### src/rtl/irq_agg_pkg.sv
package irq_agg_pkg;

    localparam int PINS_PER_DEV = 4;

    typedef enum logic [1:0] {
        LVL_HOLD = 2'b00,
        LVL_RISE = 2'b01,
        LVL_FALL = 2'b10
    } lvl_ev_e;

    // Classify one source pin from its stored and new level.
    function automatic lvl_ev_e classify(input logic old_lvl, input logic new_lvl);
        if (old_lvl == new_lvl) return LVL_HOLD;
        else if (new_lvl)       return LVL_RISE;
        else                    return LVL_FALL;
    endfunction

    // Rotation routing: flat source index -> shared line number.
    function automatic int line_of(input int src, input int nlines);
        return ((src % PINS_PER_DEV) + (src / PINS_PER_DEV)) % nlines;
    endfunction

    function automatic int cnt_width(input int total_src);
        return $clog2(total_src + 1);
    endfunction

endpackage

### src/rtl/irq_level_tracker.sv
module irq_level_tracker
    import irq_agg_pkg::*;
#(
    parameter int TOTAL = 16
) (
    input  logic             clk,
    input  logic             rst,
    input  logic [TOTAL-1:0] req_i,
    output logic [TOTAL-1:0] rise_o,
    output logic [TOTAL-1:0] fall_o
);

    logic [TOTAL-1:0] last_q;

    always_ff @(posedge clk) begin
        if (rst) last_q <= '0;
        else     last_q <= req_i;
    end

    always_comb begin
        for (int k = 0; k < TOTAL; k++) begin
            lvl_ev_e ev;
            ev        = classify(last_q[k], req_i[k]);
            rise_o[k] = (ev == LVL_RISE);
            fall_o[k] = (ev == LVL_FALL);
        end
    end

endmodule

### src/rtl/irq_line_counter.sv
module irq_line_counter
    import irq_agg_pkg::*;
#(
    parameter int TOTAL     = 16,
    parameter int NUM_LINES = 4,
    parameter int LINE      = 0,
    parameter int CW        = 5
) (
    input  logic             clk,
    input  logic             rst,
    input  logic [TOTAL-1:0] rise_i,
    input  logic [TOTAL-1:0] fall_i,
    output logic [CW-1:0]    cnt_o
);

    logic [CW-1:0] up_n;
    logic [CW-1:0] dn_n;
    logic [CW-1:0] cnt_q;

    // Net every change routed to this line in one pass.
    always_comb begin
        up_n = '0;
        dn_n = '0;
        for (int k = 0; k < TOTAL; k++) begin
            if (line_of(k, NUM_LINES) == LINE) begin
                if (rise_i[k]) up_n = up_n + CW'(1);
                if (fall_i[k]) dn_n = dn_n + CW'(1);
            end
        end
    end

    always_ff @(posedge clk) begin
        if (rst) cnt_q <= '0;
        else     cnt_q <= cnt_q + up_n - dn_n;
    end

    assign cnt_o = cnt_q;

endmodule

### src/rtl/irq_line_aggregator.sv
module irq_line_aggregator
    import irq_agg_pkg::*;
#(
    parameter int NUM_DEV   = 4,
    parameter int NUM_LINES = 4,
    localparam int TOTAL    = NUM_DEV * PINS_PER_DEV,
    localparam int CW       = cnt_width(NUM_DEV * PINS_PER_DEV)
) (
    input  logic                    clk,
    input  logic                    rst,
    input  logic [TOTAL-1:0]        req_i,
    output logic [NUM_LINES-1:0]    line_o,
    output logic [NUM_LINES*CW-1:0] cnt_o
);

    logic [TOTAL-1:0] rise_w;
    logic [TOTAL-1:0] fall_w;

    irq_level_tracker #(.TOTAL(TOTAL)) u_track (
        .clk    (clk),
        .rst    (rst),
        .req_i  (req_i),
        .rise_o (rise_w),
        .fall_o (fall_w)
    );

    for (genvar i = 0; i < NUM_LINES; i++) begin : g_line
        logic [CW-1:0] cnt_w;

        irq_line_counter #(
            .TOTAL     (TOTAL),
            .NUM_LINES (NUM_LINES),
            .LINE      (i),
            .CW        (CW)
        ) u_cnt (
            .clk    (clk),
            .rst    (rst),
            .rise_i (rise_w),
            .fall_i (fall_w),
            .cnt_o  (cnt_w)
        );

        assign cnt_o[i*CW +: CW] = cnt_w;
        assign line_o[i]         = |cnt_w;
    end

endmodule

### config.mk
export PLATFORM = sky130hd
export DESIGN_NAME = irq_line_aggregator
export DESIGN_NICKNAME = d
export VERILOG_FILES = /design/src/rtl/irq_agg_pkg.sv /design/src/rtl/irq_level_tracker.sv /design/src/rtl/irq_line_counter.sv /design/src/rtl/irq_line_aggregator.sv
export SDC_FILE = /design/constraint.sdc
export NUM_CORES = 1
export LEC_CHECK = 0
export ABC_CLOCK_PERIOD_IN_PS = 3400
export BUFFER_PORTS_ARGS = -buffer_cell sky130_fd_sc_hd__buf_2
export CORE_ASPECT_RATIO = 1.5
export CORE_MARGIN = 1.5
export CORE_UTILIZATION = 59
export DETAILED_ROUTE_END_ITERATION = 8
export MAX_ROUTING_LAYER = met4
export PLACE_DENSITY = 0.79
export RECOVER_POWER = 50
export SLEW_MARGIN = 30
export SYNTH_ARGS = -nofsm -noshare
export SYNTH_HDL_FRONTEND = slang
export SYNTH_SLANG_ARGS = --single-unit
### constraint.sdc
create_clock -name clk -period 3.4 [get_ports clk]
set_input_delay 0.17 -clock clk [delete_from_list [all_inputs] [get_ports clk]]
set_output_delay 0.17 -clock clk [all_outputs]
set_load 0.02 [all_outputs]
# Word-level counts from Yosys, hierarchy flattened
# Cells that the tools add are included.
# W data, S select, Z words.
[totals]
register_bits = 36
in_bits = 18
output_inout_bits = 24
elab_cells = 153
[op_classes]
addsub = 32
n_eq_ne = 48
mux = 64
n_reduce_logical = 4
[ops]
columns = ["op", "count"]
rows = [
  ["$mux W5", 24],
  ["$add A5 B1 Y5 const B", 16],
  ["$mux W2", 32],
  ["$eq A2 B1 Y1 const B", 16],
  ["$eq A2 B2 Y1 const B", 16],
  ["$add A5 B5 Y5", 4],
  ["$reduce_or A5 Y1", 4],
  ["$sub A5 B5 Y5", 4],
  ["$add A1 B1 Y2 const B", 8],
  ["$eq A1 B1 Y1", 16],
  ["$mux W1", 8],
]

# Longest topological paths before layout
[depth]
depth_word = 12
depth_mapped = 15
ltp_nobuf = 15

# By module
# A second synthesis with hierarchy kept.
[hier_totals]
hier_cells = 337
hier_area_um2 = 3136.8
[by_module_without_submodules]
columns = ["mod", "n_inst", "cells_per_inst", "area_each_um2", "seq_area_each_um2"]
rows = [
  ["irq_line_counter at g_line[2].u_cnt ...", 2, 65, 608.1, 100.1],
  ["irq_line_counter at g_line[0].u_cnt ...", 2, 65, 603.1, 100.1],
  ["irq_level_tracker", 1, 65, 664.4, 320.3],
  ["irq_line_aggregator", 1, 12, 50.0, 0.0],
]

# Worst setup path after synthesis
# OpenSTA, ideal clock, no wires.
[synth_path]
path_kind = "reg2reg"
start = "register u_track.last_q[2]"
end = "register g_line[2].u_cnt.cnt_q[4]"
setup_ns = 0.117
arrival_time_ns = 2.964
required_time_ns = 3.283
path_slack_ns = 0.318
path_stages_with_launch = 13
n_path_buf = 0
period_less_slack_ns = 3.082
cell_sequence = "dfxtp_1 -> nor2b_1 -> inv_1 -> ha_1 -> xor2_2 -> ha_1 -> a21o_1 -> fa_1 -> fa_1 -> a21o_1 -> a21oi_1 -> xnor2_1 -> nor2_1"
[synth_between]
elab_chain_cells = 12
elab_cells_between_ends = 20
cone_classes = "add/sub: 8; eq/ne: 3; mux: 9"
[synth_rtl]
columns = ["item", "line_no", "source"]
rows = [
  ["start, declared", "irq_level_tracker.sv:13", "logic [TOTAL-1:0] last_q;"],
  ["start signal, assigned", "irq_level_tracker.sv:17", "else last_q <= req_i;"],
  ["$eq A1 B1 Y1 (*)", "irq_agg_pkg.sv:13", "if (old_lvl == new_lvl) return LVL_HOLD;"],
  ["$mux W2 (*)", "irq_agg_pkg.sv:13", ""],
  ["$eq A2 B1 Y1", "irq_level_tracker.sv:24", "rise_o[k] = (ev == LVL_RISE);"],
  ["$mux W1", "irq_line_counter.sv:26", "if (rise_i[k]) up_n = up_n + CW'(1);"],
  ["$add A1 B1 Y2", "irq_line_counter.sv:26", ""],
  ["$mux W5", "irq_line_counter.sv:26", ""],
  ["$add A5 B1 Y5", "irq_line_counter.sv:26", ""],
  ["$mux W5", "irq_line_counter.sv:26", ""],
  ["$add A5 B1 Y5", "irq_line_counter.sv:26", ""],
  ["$mux W5", "irq_line_counter.sv:26", ""],
  ["$add A5 B5 Y5", "irq_line_counter.sv:34", "else cnt_q <= cnt_q + up_n - dn_n;"],
  ["$sub A5 B5 Y5 (*)", "irq_line_counter.sv:34", ""],
  ["end signal, assigned", "irq_line_counter.sv:34", ""],
  ["end, declared", "irq_line_counter.sv:18", "logic [CW-1:0] cnt_q;"],
]
# Every way passes the cells marked *; elsewhere a longest branch is shown, timed or not.
# A chain may end at the register's enable or synchronous reset.

# Worst setup path after layout
[layout_path]
start = "register u_track.last_q[3]"
end = "register g_line[3].u_cnt.cnt_q[4]"
[layout_between]
elab_chain_cells = 12
elab_cells_between_ends = 20
cone_classes = "add/sub: 8; eq/ne: 3; mux: 9"
[layout_rtl]
columns = ["item", "line_no"]
rows = [
  ["$eq A1 B1 Y1 (*)", "irq_agg_pkg.sv:13"],
  ["$mux W2 (*)", "irq_agg_pkg.sv:13"],
  ["$eq A2 B1 Y1", "irq_level_tracker.sv:24"],
  ["$mux W1", "irq_line_counter.sv:26"],
  ["$add A1 B1 Y2", "irq_line_counter.sv:26"],
  ["$mux W5", "irq_line_counter.sv:26"],
  ["$add A5 B1 Y5", "irq_line_counter.sv:26"],
  ["$mux W5", "irq_line_counter.sv:26"],
  ["$add A5 B1 Y5", "irq_line_counter.sv:26"],
  ["$mux W5", "irq_line_counter.sv:26"],
  ["$add A5 B5 Y5", "irq_line_counter.sv:34"],
  ["$sub A5 B5 Y5 (*)", "irq_line_counter.sv:34"],
  ["end signal, assigned", "irq_line_counter.sv:34"],
  ["end, declared", "irq_line_counter.sv:18"],
]
# Marks and branches as above.

==> impl_summary.txt <==
----------------------------------------------------
[Layout]
  Count of placed standard cells in the final layout, fillers left out ... between 400 and 500
  Synthesis-to-layout area growth ... 12.1%
  Cell area after layout ... about 0.0034 mm²
  # nets final ... around 460
  Layout cells sized above 1 ... 0.139
  Most frequent cells in the layout ... inv_1 (50), nor2b_1 (37), ha_1 (37), dfxtp_1 (36), buf_2 (28)
  Leading cell type in the layout, fill and taps excluded ... inv_1
  Antenna fix cells ... 0

[Critical path]
  Worst setup SP type ... register
  Delay-heaviest family, CP ... adder cells
  Worst R2R Setup Slack ... 0.16 ns
  Endpoint of the worst register-to-register path ... g_line[3].u_cnt.cnt_o[4]
  WP depth ... 12
  Endpoint of the worst setup timing path ... g_line[3].u_cnt.cnt_o[4]
  Critical Path Sink Type ... register
  Critical path's slowest cell ... fa_1
  Crit Path Category ... register to register
  Data required time of the worst path ... 3.55 ns
  Crit-path max cell delay ... about 0.49 ns
  Data arrival time at the worst-slack endpoint ... 3.40 ns
  Register-to-Register Path Depth ... 12
  Worst setup path start ... u_track.last_q[3]
  List of cells traversed by the critical path ... and2b_1, inv_1, ha_1, xor2_2, ha_1, a21o_1, fa_1, fa_1, a21o_1, a21oi_1, xnor2_1, nor2_1
  Worst Path Buf+Inv ... 1
  Biggest fanout along the worst timing path ... 4
  Reg2Reg Launch Point ... u_track.last_q[3]

[Die]
  Die area ... around 0.0057 mm²
  I/O Pins ... 42
  Area of the core ... 0.00508 mm²
  Count of standard-cell rows ... 32
  Vertical die dimension ... 91.5 µm
  Die X-Extent ... about 62 µm
  Initial core utilization ... 0.605

[Global routing]
  First-pass GRT wire length ... between 8 and 9 mm
  Largest net degree at the start of global routing ... 39
  All-layer global routing usage ... 0.209
  Total overflow reported by the global router ... 0
  Number of antenna violations at the first check in global routing ... 0
  Vias in the first global route ... 2288

[Timing]
  Final-layout setup total negative slack ... 0 ns
  Actual slew at the worst max-slew pin ... approximately 0.7 ns
  Smallest hold slack ... approximately 0.11 ns
  Setup-failing EPs final ... 0
  Final Hold Violating Endpoints ... 0
  RSZ-0062 raised after global routing ... true
  Final Slew Violations ... 0
  Fin crit share ... 0.953
  Slew HR ... 0.525
  Clk_skew ... ~0.0057 ns
  Fmax ... approximately 310 MHz
  Time the final worst path needs with I/O delays and setup ... approximately 3.2 ns

[CTS]
  Setup Fix Bufs, Post-CTS ... 0
  Clock insertion delay at the later pin of the skew report ... 0.29 ns
  Clock buffer depth ... 2
  Number of buffers inserted during clock tree synthesis ... 5
  Depth of the CTS H-tree ... 2
  Clock tree from TritonCTS ... yes
  CTS sink count ... 36
  CTS Root Buffer Type ... clkbuf_8
  Clock slew seen by the registers of the worst setup and hold paths ... approximately 0.080 ns

[Route]
  Detailed-route via count ... 2301
  Via density per instance ... between 5 and 6
  Antenna violation net count after detailed routing ... 0
  Iteration-0 DRC count of the detailed router ... 61
  Final routed DRC violation total ... 0
  Total length of routed wires ... 5.27 mm
  Routed WL per cell ... approximately 12 µm
  Drt pass-1 iters ... 4

[Power]
  Areal power density over the cells ... between 600 and 700 mW/mm²
  Worst vdd rail ir drop ... around 0.35 mV
  Pleak ... about 1.7 nW
  Total power draw ... 0.00237 W

[Yosys]
  Average instance area after synthesis ... 9.08 µm²
  Number of warnings printed during yosys synthesis ... 0
  Fraction of registers with async set or reset after synthesis ... 0
  Post-synth EDFFs ... 0
  Top_reg_cell synth ... dfxtp_1
  Synth Register Bits ... 36
  Unique masters post-synth ... 40
  Netlist area before placement ... ~0.0031 mm²
  Post-synthesis sequential area ratio ... 0.234
  Number of standard cells after synthesis ... approximately 340

[Place]
  Placed Cells incl. Taps ... approximately 450
  Standard cell area after detailed placement ... around 0.0034 mm²
  Final HPWL from detailed placement ... ~4.2 mm
  Weighted congestion reported at the end of routability-driven placement ... between 0.8 and 0.9
  Number of port buffers ... 41

[Hold path]
  HP Class ... primary input to register

[Flow run]
  Maximum capacitance violations ... 0

[Run status]
  Result of the run ... finished, final reports clean

----------------------------------------------------
[synth_stat cells (all sizes together), types with 3 or more instances]
cell type | number | area share
inv | 50 | 0.061
nor2b | 42 | 0.090
ha | 37 | 0.15
dfxtp | 36 | 0.23
xor2 | 20 | 0.064
nand2 | 19 | 0.023
fa | 16 | 0.10
nor2 | 16 | 0.020
xnor2 | 14 | 0.047
a21oi | 13 | 0.021
nand2b | 12 | 0.039
a21o | 9 | 0.022
and2b | 7 | 0.017
o21ai | 7 | 0.011
nor4 | 4 | 0.0081
a211oi | 3 | 0.0073
buf | 3 | 0.0049
maj3 | 3 | 0.0098
nand4 | 3 | 0.0061
nor3 | 3 | 0.0049
o21a | 3 | 0.0073
[where the power goes]
group	switching [W]	internal (W)
clock	0.000159	0.000166
combinational	0.000785	0.000624
sequential	0.0000918	0.000541
[sequential cells by signal, indices dropped and copies added (netlist names)]
name,count
g_line.u_cnt.cnt_o,20
u_track.last_q,16
[stage by stage]
stage	util	setup WS, ns
global placement	0.662	0.216
CTS	0.680	0.109
floorplan	-	0.318
global route	0.678	-0.0603
finish	0.678	0.158
detailed placement	0.662	0.139
[area by class of cell]
| cell class | instances | area, µm² |
|---|---|---|
| multi-input cells | 254 | 2180 |
| fillers | 443 | 1640 |
| flip-flops and latches | 36 | 721 |
| repair buffers | 41 | 189 |
| inverters | 50 | 188 |
| clock buffers | 8 | 90.1 |
| well taps | 68 | 85.1 |
[layer usage]
layer,global-route usage,vias to the layer above,share of wire
met5,-,-,0
met4,0.0851,0,0.024
met3,0.0356,12,0.021
met2,0.383,35,0.57
met1,0.203,1083,0.39
li1,-,1171,-
[worst min path at each step]
stage	slack (ns)	depth (start not counted)	to	start
6_report	0.11	2	u_track.last_q[12]	req_i[12]
2_1_floorplan	0.30	1	u_track.last_q[0]	req_i[0]
5_1_grt	0.12	2	u_track.last_q[15]	req_i[15]
4_1_cts	0.11	2	u_track.last_q[2]	req_i[2]
3_3_place_gp	0.40	2	u_track.last_q[1]	req_i[1]
3_5_place_dp	0.41	2	u_track.last_q[5]	req_i[5]
[timing repair]
action | 4_1_cts | 5_1_grt
gates resized for setup | 0 | 3
setup endpoints to repair | 0 | 3
hold buffers | 0 | 0
[worst register-to-register path, cell delays in order (launching register included)]
cell and delay (ns):
dfxtp_1 0.31, and2b_1 0.24, inv_1 0.06, ha_1 0.34, xor2_2 0.20, ha_1 0.29
a21o_1 0.18, fa_1 0.49, fa_1 0.47, a21o_1 0.18, a21oi_1 0.17, xnor2_1 0.13
nor2_1 0.05
[kinds of logic (layout without fill, tap and decap cells)]
logic type,count (synthesis),count (layout),synth area share
XOR/XNOR,34,34,0.111
flip-flops,36,36,0.234
multiplexers,3,3,0.0102
buffers and inverters,55,99,0.0683
AND/OR/NAND/NOR,109,109,0.214
AO/OA/AOI/OAI,44,44,0.0951
adder cells (fa/ha/maj),56,56,0.264
other,2,8,0.00244
Power figures use the tool's default switching activity.
